===== src/rtl/dtt_pkg.sv =====
package dtt_pkg;
  localparam int CTRL_W    = 8;
  localparam int BIT_RUN   = 7;
  localparam int BIT_AUTO  = 6;
  localparam int BIT_IRQEN = 5;
  localparam int PS_LO     = 2;
  localparam int SHIFT_MID = 4;
  localparam int SHIFT_HI  = 8;
  localparam int SLOT_W    = 5;

  localparam logic [2:0] SEL_RELOAD = 3'd0;
  localparam logic [2:0] SEL_COUNT  = 3'd1;
  localparam logic [2:0] SEL_CTRL   = 3'd2;
  localparam logic [2:0] SEL_ACK    = 3'd3;

  typedef enum logic [1:0] {
    PS_ONE     = 2'b00,
    PS_SIXTEEN = 2'b01,
    PS_MAX     = 2'b10,
    PS_MAX_ALT = 2'b11
  } ps_code_e;
endpackage


===== src/rtl/dtt_prescaler.sv =====
module dtt_prescaler
  import dtt_pkg::*;
#(
  parameter int PRE_W = SHIFT_HI
) (
  input  logic       clk,
  input  logic       rst_n,
  input  logic       run,
  input  logic       tick_en,
  input  logic [1:0] ps_code,
  output logic       step
);
  logic [PRE_W-1:0] pre_q;
  logic [PRE_W-1:0] term;

  always_comb begin
    case (ps_code_e'(ps_code))
      PS_ONE:     term = '0;
      PS_SIXTEEN: term = PRE_W'((1 << SHIFT_MID) - 1);
      default:    term = PRE_W'((1 << SHIFT_HI) - 1);
    endcase
  end

  assign step = run && tick_en && (pre_q == term);

  always_ff @(posedge clk) begin
    if (!rst_n || !run) begin
      pre_q <= '0;
    end else if (tick_en) begin
      pre_q <= (pre_q == term) ? '0 : pre_q + 1'b1;
    end
  end

  assert_step_spacing_R3: assert property (@(posedge clk) disable iff (!rst_n)
    (step && ps_code != 2'b00) |=> (!step || ps_code == 2'b00));
endmodule


===== src/rtl/dtt_core.sv =====
module dtt_core
  import dtt_pkg::*;
#(
  parameter int CNT_W = 32
) (
  input  logic              clk,
  input  logic              rst_n,
  input  logic              tick_en,
  input  logic              wr_load,
  input  logic              wr_ctrl,
  input  logic              wr_ack,
  input  logic [CNT_W-1:0]  wdata,
  output logic [CNT_W-1:0]  reload_o,
  output logic [CNT_W-1:0]  count_o,
  output logic [CTRL_W-1:0] ctrl_o,
  output logic              irq_o
);
  logic [CTRL_W-1:0] ctrl_q;
  logic [CNT_W-1:0]  reload_q;
  logic [CNT_W-1:0]  count_q;
  logic              flag_q;
  logic              step;
  logic              expire;
  logic              periodic;

  assign periodic = ctrl_q[BIT_AUTO];

  dtt_prescaler #(.PRE_W(SHIFT_HI)) pre_i (
    .clk     (clk),
    .rst_n   (rst_n),
    .run     (ctrl_q[BIT_RUN]),
    .tick_en (tick_en),
    .ps_code (ctrl_q[PS_LO+1:PS_LO]),
    .step    (step)
  );

  assign expire = step && (count_q == '0);

  always_ff @(posedge clk) begin
    if (!rst_n) begin
      ctrl_q <= '0;
    end else if (wr_ctrl) begin
      ctrl_q <= wdata[CTRL_W-1:0];
    end else if (expire && !periodic) begin
      ctrl_q[BIT_RUN] <= 1'b0;
    end
  end

  always_ff @(posedge clk) begin
    if (!rst_n) begin
      reload_q <= '0;
      count_q  <= '0;
    end else begin
      if (wr_load) reload_q <= wdata;
      if (wr_load) begin
        count_q <= wdata;
      end else if (step) begin
        if (count_q == '0) count_q <= periodic ? reload_q : '0;
        else               count_q <= count_q - 1'b1;
      end
    end
  end

  always_ff @(posedge clk) begin
    if (!rst_n)      flag_q <= 1'b0;
    else if (expire) flag_q <= 1'b1;
    else if (wr_ack) flag_q <= 1'b0;
  end

  assign reload_o = reload_q;
  assign count_o  = count_q;
  assign ctrl_o   = ctrl_q;
  assign irq_o    = flag_q && ctrl_q[BIT_IRQEN];

  assert_load_copies_R2: assert property (@(posedge clk) disable iff (!rst_n)
    wr_load |=> (count_q == $past(wdata) && reload_q == $past(wdata)));
  assert_count_bounded_R4: assert property (@(posedge clk) disable iff (!rst_n)
    count_q <= reload_q);
  assert_frozen_when_off_R8: assert property (@(posedge clk) disable iff (!rst_n)
    (!ctrl_q[BIT_RUN] && !wr_load) |=> $stable(count_q));
  assert_oneshot_stops_R5: assert property (@(posedge clk) disable iff (!rst_n)
    (expire && !periodic && !wr_ctrl) |=> (!ctrl_q[BIT_RUN] && flag_q && count_q == '0));
  assert_ack_clears_R7: assert property (@(posedge clk) disable iff (!rst_n)
    (wr_ack && !expire) |=> !flag_q);
  assert_expiry_sets_R7: assert property (@(posedge clk) disable iff (!rst_n)
    expire |=> flag_q);
endmodule


===== src/rtl/prescaled_down_timer.sv =====
module prescaled_down_timer
  import dtt_pkg::*;
#(
  parameter int NUM_TIMERS = 2,
  parameter int CNT_W      = 32,
  localparam int INST_W    = (NUM_TIMERS > 1) ? $clog2(NUM_TIMERS) : 1,
  localparam int ADDR_W    = SLOT_W + INST_W
) (
  input  logic                  clk,
  input  logic                  rst_n,
  input  logic                  tick_en,
  input  logic                  bus_wr,
  input  logic [ADDR_W-1:2]     bus_addr,
  input  logic [CNT_W-1:0]      bus_wdata,
  output logic [CNT_W-1:0]      bus_rdata,
  output logic [NUM_TIMERS-1:0] irq
);
  logic [INST_W-1:0] inst_sel;
  logic [2:0]        reg_sel;

  assign inst_sel = bus_addr[ADDR_W-1:SLOT_W];
  assign reg_sel  = bus_addr[SLOT_W-1:2];

  logic [CNT_W-1:0]  reload_a [NUM_TIMERS];
  logic [CNT_W-1:0]  count_a  [NUM_TIMERS];
  logic [CTRL_W-1:0] ctrl_a   [NUM_TIMERS];

  for (genvar i = 0; i < NUM_TIMERS; i++) begin : g_tmr
    logic hit;
    assign hit = bus_wr && (inst_sel == INST_W'(i));

    dtt_core #(.CNT_W(CNT_W)) core_i (
      .clk      (clk),
      .rst_n    (rst_n),
      .tick_en  (tick_en),
      .wr_load  (hit && reg_sel == SEL_RELOAD),
      .wr_ctrl  (hit && reg_sel == SEL_CTRL),
      .wr_ack   (hit && reg_sel == SEL_ACK),
      .wdata    (bus_wdata),
      .reload_o (reload_a[i]),
      .count_o  (count_a[i]),
      .ctrl_o   (ctrl_a[i]),
      .irq_o    (irq[i])
    );

    assert_count_readonly_R9: assert property (@(posedge clk) disable iff (!rst_n)
      (hit && reg_sel == SEL_COUNT && !ctrl_a[i][BIT_RUN]) |=> $stable(count_a[i]));
    assert_other_slot_R10: assert property (@(posedge clk) disable iff (!rst_n)
      (bus_wr && inst_sel != INST_W'(i)) |=> ($stable(reload_a[i])));
  end

  always_comb begin
    bus_rdata = '0;
    for (int k = 0; k < NUM_TIMERS; k++) begin
      if (inst_sel == INST_W'(k)) begin
        case (reg_sel)
          SEL_RELOAD: bus_rdata = reload_a[k];
          SEL_COUNT:  bus_rdata = count_a[k];
          SEL_CTRL:   bus_rdata = CNT_W'(ctrl_a[k]);
          default:    bus_rdata = '0;
        endcase
      end
    end
  end
endmodule


===== config.mk =====
export PLATFORM = sky130hd
export DESIGN_NAME = prescaled_down_timer
export DESIGN_NICKNAME = d
export VERILOG_FILES = /design/src/rtl/dtt_pkg.sv /design/src/rtl/dtt_prescaler.sv /design/src/rtl/dtt_core.sv /design/src/rtl/prescaled_down_timer.sv
export SDC_FILE = /design/constraint.sdc
export NUM_CORES = 1
export LEC_CHECK = 0
export CORE_MARGIN = 1
export CORE_UTILIZATION = 54
export DETAILED_ROUTE_END_ITERATION = 8
export PLACE_DENSITY = 0.77
export SYNTH_ARGS = -nofsm -noshare
export SYNTH_HDL_FRONTEND = slang
export SYNTH_HIERARCHICAL = 1
export SYNTH_SLANG_ARGS = --single-unit

===== constraint.sdc =====
create_clock -name clk -period 3.42 [get_ports clk]
set_input_delay 0.513 -clock clk [delete_from_list [all_inputs] [get_ports clk]]
set_output_delay 0.513 -clock clk [all_outputs]
set_load 0.05 [all_outputs]

After elaboration in Yosys (flattened, before gate mapping) --
Index checks and enable logic that the tools add are counted.
Cells by class: add/subtract/negate cells 4, equal/unequal tests 7, multiplexer cells 23, bitwise logic cells 1, reductions and logical operators 36
Operator list (number):
- 32-bit two-way mux | 9
- 32-bit one-hot mux with 3 select lines | 2
- 32-bit logical NOT | 2
- 32-bit by 1-bit subtractor with 32-bit output (second input constant) | 2
- 8-bit one-hot mux with 2 select lines | 2
- 1-bit logical AND | 18
- 8-bit by 1-bit adder with 8-bit output (second input constant) | 2
- 8-bit equality test | 2
- 8-bit two-way mux | 2
- 2-bit nonzero test | 6
- 1-bit two-way mux | 8
- 3-bit by 2-bit equality test with 1-bit output (second input constant) | 2
- 1-bit logical NOT | 5
- 2-bit by 1-bit equality test with 1-bit output (second input constant) | 2
- 2-bit logical NOT | 2
- 3-bit by 1-bit equality test with 1-bit output (second input constant) | 1
- 3-bit logical NOT | 1
- 1-bit logical OR | 2
- 1-bit NOT | 1
Storage, ports and cells: register bits after elaboration 162, bits of input ports 40, output and inout bits 34, word-level logic and storage cells 83

Logic depth before layout (Yosys ltp) --
depth in word-level cells 8, gate-level depth with buffers 12, mapped depth without buffers 9

Cells and area by module --
The synthesis kept the hierarchy.
By module, submodules not included:
- dtt_core | times used 2, cells each 495, area each 4013.8 sq um, sequential area each 1461.4 sq um
- prescaled_down_timer | times used 1, cells each 243, area each 1898.1 sq um, sequential area each 0.0 sq um
- dtt_prescaler | times used 2, cells each 47, area each 397.9 sq um, sequential area each 160.2 sq um

Least setup slack after synthesis --
OpenSTA, ideal clock, no wires.
path type in2out, start point input bus_addr[3] in the netlist's numbering, end point output bus_rdata[4], arrival time 3.435 ns, required time 2.907 ns, setup slack -0.528 ns, stages on the path 5, buffers on the path 3, path through buf_6 buf_2 buf_2 o21a_1 a2111oi_0
Between the ends: cells in the longest elaborated chain, start to end 3, elaborated cells on any way between the ends 6, those cells by class 2 x eq/ne; 3 x mux; 1 x reduce/logical
RTL lines:
- start, declared | RTL line prescaled_down_timer.sv:13 | input logic [ADDR_W-1:2] bus_addr,
- 3-bit by 2-bit equality test with 1-bit output, or another cell as far along | RTL line prescaled_down_timer.sv:56 | case (reg_sel)
- 32-bit one-hot mux with 3 select lines | RTL line prescaled_down_timer.sv:56
- 32-bit two-way mux (*) | RTL line prescaled_down_timer.sv:55 | if (inst_sel == INST_W'(k)) begin
- end, declared | RTL line prescaled_down_timer.sv:15 | output logic [CNT_W-1:0] bus_rdata,
Mark *: on every way between the ends. The rest lies on a longest branch, timed or not.

Worst setup path after layout --
start point input bus_addr[3] in the netlist's numbering, end point output bus_rdata[26]
The elaborated chain is that of the path after synthesis.

==> flow_summary.toml <==
[outcome]
run_status = "complete, no violations"

[final_layout]
nets = 1412
areaGrowthSynthToFinish_pct = 17.81
drive_above_1_share_pct = 13.92
fill_cells = 1623
post-route-cell-area_sq_um = 12630
diodes = 0

[worst_setup_path]
arrival_ns = 2.45
reg2reg_from = "g_tmr[1].core_i/pre_i/pre_q[0]"
ff2ff_path_depth = 9
cp_max_fo = 14
path_cells = "buf_2, nor3_4, buf_4, buf_4, a221oi_2, a211oi_2, buf_12"
slowest_stage = "nor3_4"
worst_ep_required_time_ns = 2.91
crit_buf_inv = 4
start_kind = "input port"
end_kind = "output port"
cp_common_cell = "buf_4"
cp_num_cells = 7
cp_top_family = "buffers and inverters"
crit_type = "in2out"
worstSetupStartpoint = "bus_addr[3]"
cp_slowest_stage_delay_ns = 0.49

[power_and_ir_drop]
pwr-share-comb_pct = 25.8
power_frac_seq_pct = 36.9
p_per_area_nw_per_um2 = 424.1
p_sw_share_pct = 34.52
p_switching_mw = 1.849
ir_drop_mv = 0.3538
clkPwrFrac_pct = 37.3
internal_power_mw = 3.507
leakage_nw = 4.503

[clock_network]
clk_latency_ns = 0.44
htreeDepth = 4
cts_setup_buffers = 0
cts-root-buf = "clkbuf_16"
cts.clk_slew.worst_paths_ns = 0.07
cts_tree = "built"
cts.sink_count = 162
cts_made_buffers = 17
ctsHoldBuffers = 0
clk_path_buf_depth = 2
cts-resized-gates = 0

[sta]
period_needed_ns = 2.960
slew_violations = 0
fmax_ghz = 0.3378
fin_setup_tns_ns = 0
fin_ws_ns = 0.4596
skew_ns = 0.009859
slew_headroom_pct = 39.52
rsz0062_at_grt = "false"
finalSetupViolCount = 0
tightest_slew_ns = 0.8990
hold_viol_final = 0
fin_crit_sh_pct = 86.56

[synth]
yosys_warnings = 6
syn_inst = 1327
postSynth.asyncResetShare_pct = 0
synth-edff-count = 0
ys_seq_area_share_pct = 30.25
syn_avg_cell_area_sq_um = 8.080
syn_area_sq_um = 10720
synth-seq-cells = 162
ys_types = 70
synth_ff_type = "dfxtp_1"
synth_nets = 1373

[route]
drt_pass1_iterations = 7
vias = 10984
drc_errors = 0
via_per_inst = 6.681
drt-initial-drc-count = 1455
wl_mm = 36.09
antenna_left = 0
wire_per_inst_um = 21.95

[run]
max_cap_viol_count = 0

[global_routing]
grt-ovfl-total = 0
grt_pass1_wl_mm = 56.43
grt_max_degree = 63
grt_pass1_vias = 10038
antenna_found_initial = 0
track_usage_pct = 36.09

[floorplanning]
initial_core_util_pct = 55.09
coreArea_sq_um = 19460
row_count = 51
die_x_um = 142.9
dieArea_sq_um = 20420
die_y_um = 142.9
ios = 74

[placement]
dpl-instance-area_sq_um = 12020
place_congestion = 0.9489
io_buffers = 73
hpwlAfterDp_mm = 25.33
post-place-ws_ns = 0.5053

[worst_hold_path]
hold_path.class = "reg2reg"
hold_depth = 2
min_from = "g_tmr[0].core_i/flag_q"
## cell type report
cell class	count	area, sq um	share of cell area (%)
clock inverters	15	183.9	1.456
inverters	17	63.81	0.5052
clock buffers	17	425.4	3.368
multi-input cells	1041	6922	54.80
flip-flops and latches	162	3243	25.68
well taps	265	331.6	2.625
repair buffers	127	1461	11.57
## metal layers
metal | part of all wire [%] | vias up | track usage [%] | wire [um]
met4 | 4.5 | 0 | 16.86 | 1624
met1 | 41 | 5221 | 46.70 | 14710
met3 | 8.5 | 118 | 6.137 | 3076
met2 | 46 | 620 | 58.31 | 16680
met5 | 0 | - | 0 | 0
li1 | - | 5025 | - | -
## sequential cells by signal, indices dropped and copies added (netlist names)
register	count
g_tmr.core_i/count_o	64
g_tmr.core_i/flag_q	2
g_tmr.core_i/pre_i/pre_q	16
g_tmr.core_i/ctrl_o	16
g_tmr.core_i/reload_o	64
## Yosys cell counts, drive strengths merged (14+ instances only)
cell type	instances	area [sq um]
o21a	21	157.7
nand2b	31	193.9
or4	16	127.6
a221oi	27	342.8
nor3	67	379.1
buf	39	249.0
clkbuf	68	255.2
a31oi	26	162.7
nand4	14	100.1
mux2i	58	580.6
nor2b	62	397.9
inv	17	63.81
a211oi	40	390.4
a21oi	49	245.2
nor2	101	379.1
nor4	34	255.2
nand3	38	190.2
xnor2	30	262.8
dfxtp	162	3243
a21o	50	375.4
nand2	112	420.4
a21boi	18	135.1
o21ai	88	440.4
o211ai	20	150.1
## worst paths after layout
check | slack (ns) | to
worst max-delay path | 0.46 | bus_rdata[26]
worst min-delay path | 0.49 | g_tmr[0].core_i/flag_q
worst max register to register | 0.48 | g_tmr[1].core_i/count_o[25]
worst min register to register | 0.49 | g_tmr[0].core_i/flag_q
## per-stage QoR
| stage | total power, mW | hold slack (ns) | utilization (%) | std cells |
|---|---|---|---|---|
| after floorplan | 2.949 | 0.4503 | - | 1327 |
| after global placement | 3.351 | 0.4639 | 61.77 | 1612 |
| after detailed placement | 3.363 | 0.4740 | 61.77 | 1612 |
| after CTS | 5.341 | 0.4864 | 64.90 | 1644 |
| after global routing | 5.566 | 0.5033 | 64.90 | 1644 |
| final | 5.357 | 0.4855 | 64.90 | 1644 |
## power by group through the flow
stage          clock (mW)  sequential, mW  combinational [mW]
4_1_cts              2.01            1.97                1.35
3_5_place_dp            0            2.02                1.34
2_1_floorplan           0            2.00               0.951
5_1_grt              2.10            1.98                1.48
6_report             2.00            1.98                1.38
3_3_place_gp            0            2.02                1.33
## worst reg2reg max path, stage by stage, from the launching register on
cell and delay (ns):
dfxtp_1 0.36, or4_1 0.55, nor3_2 0.13, o221a_2 0.28
and2_1 0.35, nand2_1 0.38, o21a_1 0.22, a31oi_1 0.20
a21oi_1 0.12, o211a_1 0.24
## cells by family (layout without fill, tap and decap cells)
kind of cell / Yosys count / after routing / synth area share (%)
xor gates and xnor gates: 40 / 40 / 3.268
muxes: 61 / 61 / 5.730
buffers and inverters: 124 / 176 / 5.298
and+or+nand+nor: 520 / 520 / 26.05
adders and majority gates: 6 / 6 / 0.7002
AOI/OAI and AO/OA: 414 / 414 / 28.71
DFF: 162 / 162 / 30.25
## layout by cell type, fill, tap and decap left out, types with 17 or more instances in the layout
| master | instances |
|---|---|
| buf_12 | 34 |
| buf_4 | 54 |
| nand3_1 | 38 |
| nor2b_1 | 60 |
| inv_1 | 17 |
| nor4_1 | 30 |
| a211oi_2 | 18 |
| a221oi_2 | 17 |
| nor3_1 | 62 |
| nand2_1 | 112 |
| nor2_1 | 101 |
| a21oi_1 | 49 |
| o21ai_0 | 84 |
| a31oi_1 | 26 |
| clkbuf_16 | 17 |
| clkdlybuf4s50_1 | 36 |
| o21a_1 | 21 |
| mux2i_1 | 58 |
| dfxtp_1 | 162 |
| nand2b_1 | 31 |
| o211ai_1 | 20 |
| a21o_1 | 50 |
| xnor2_1 | 30 |
| a211oi_1 | 22 |
(Power assumes the default switching activity.)
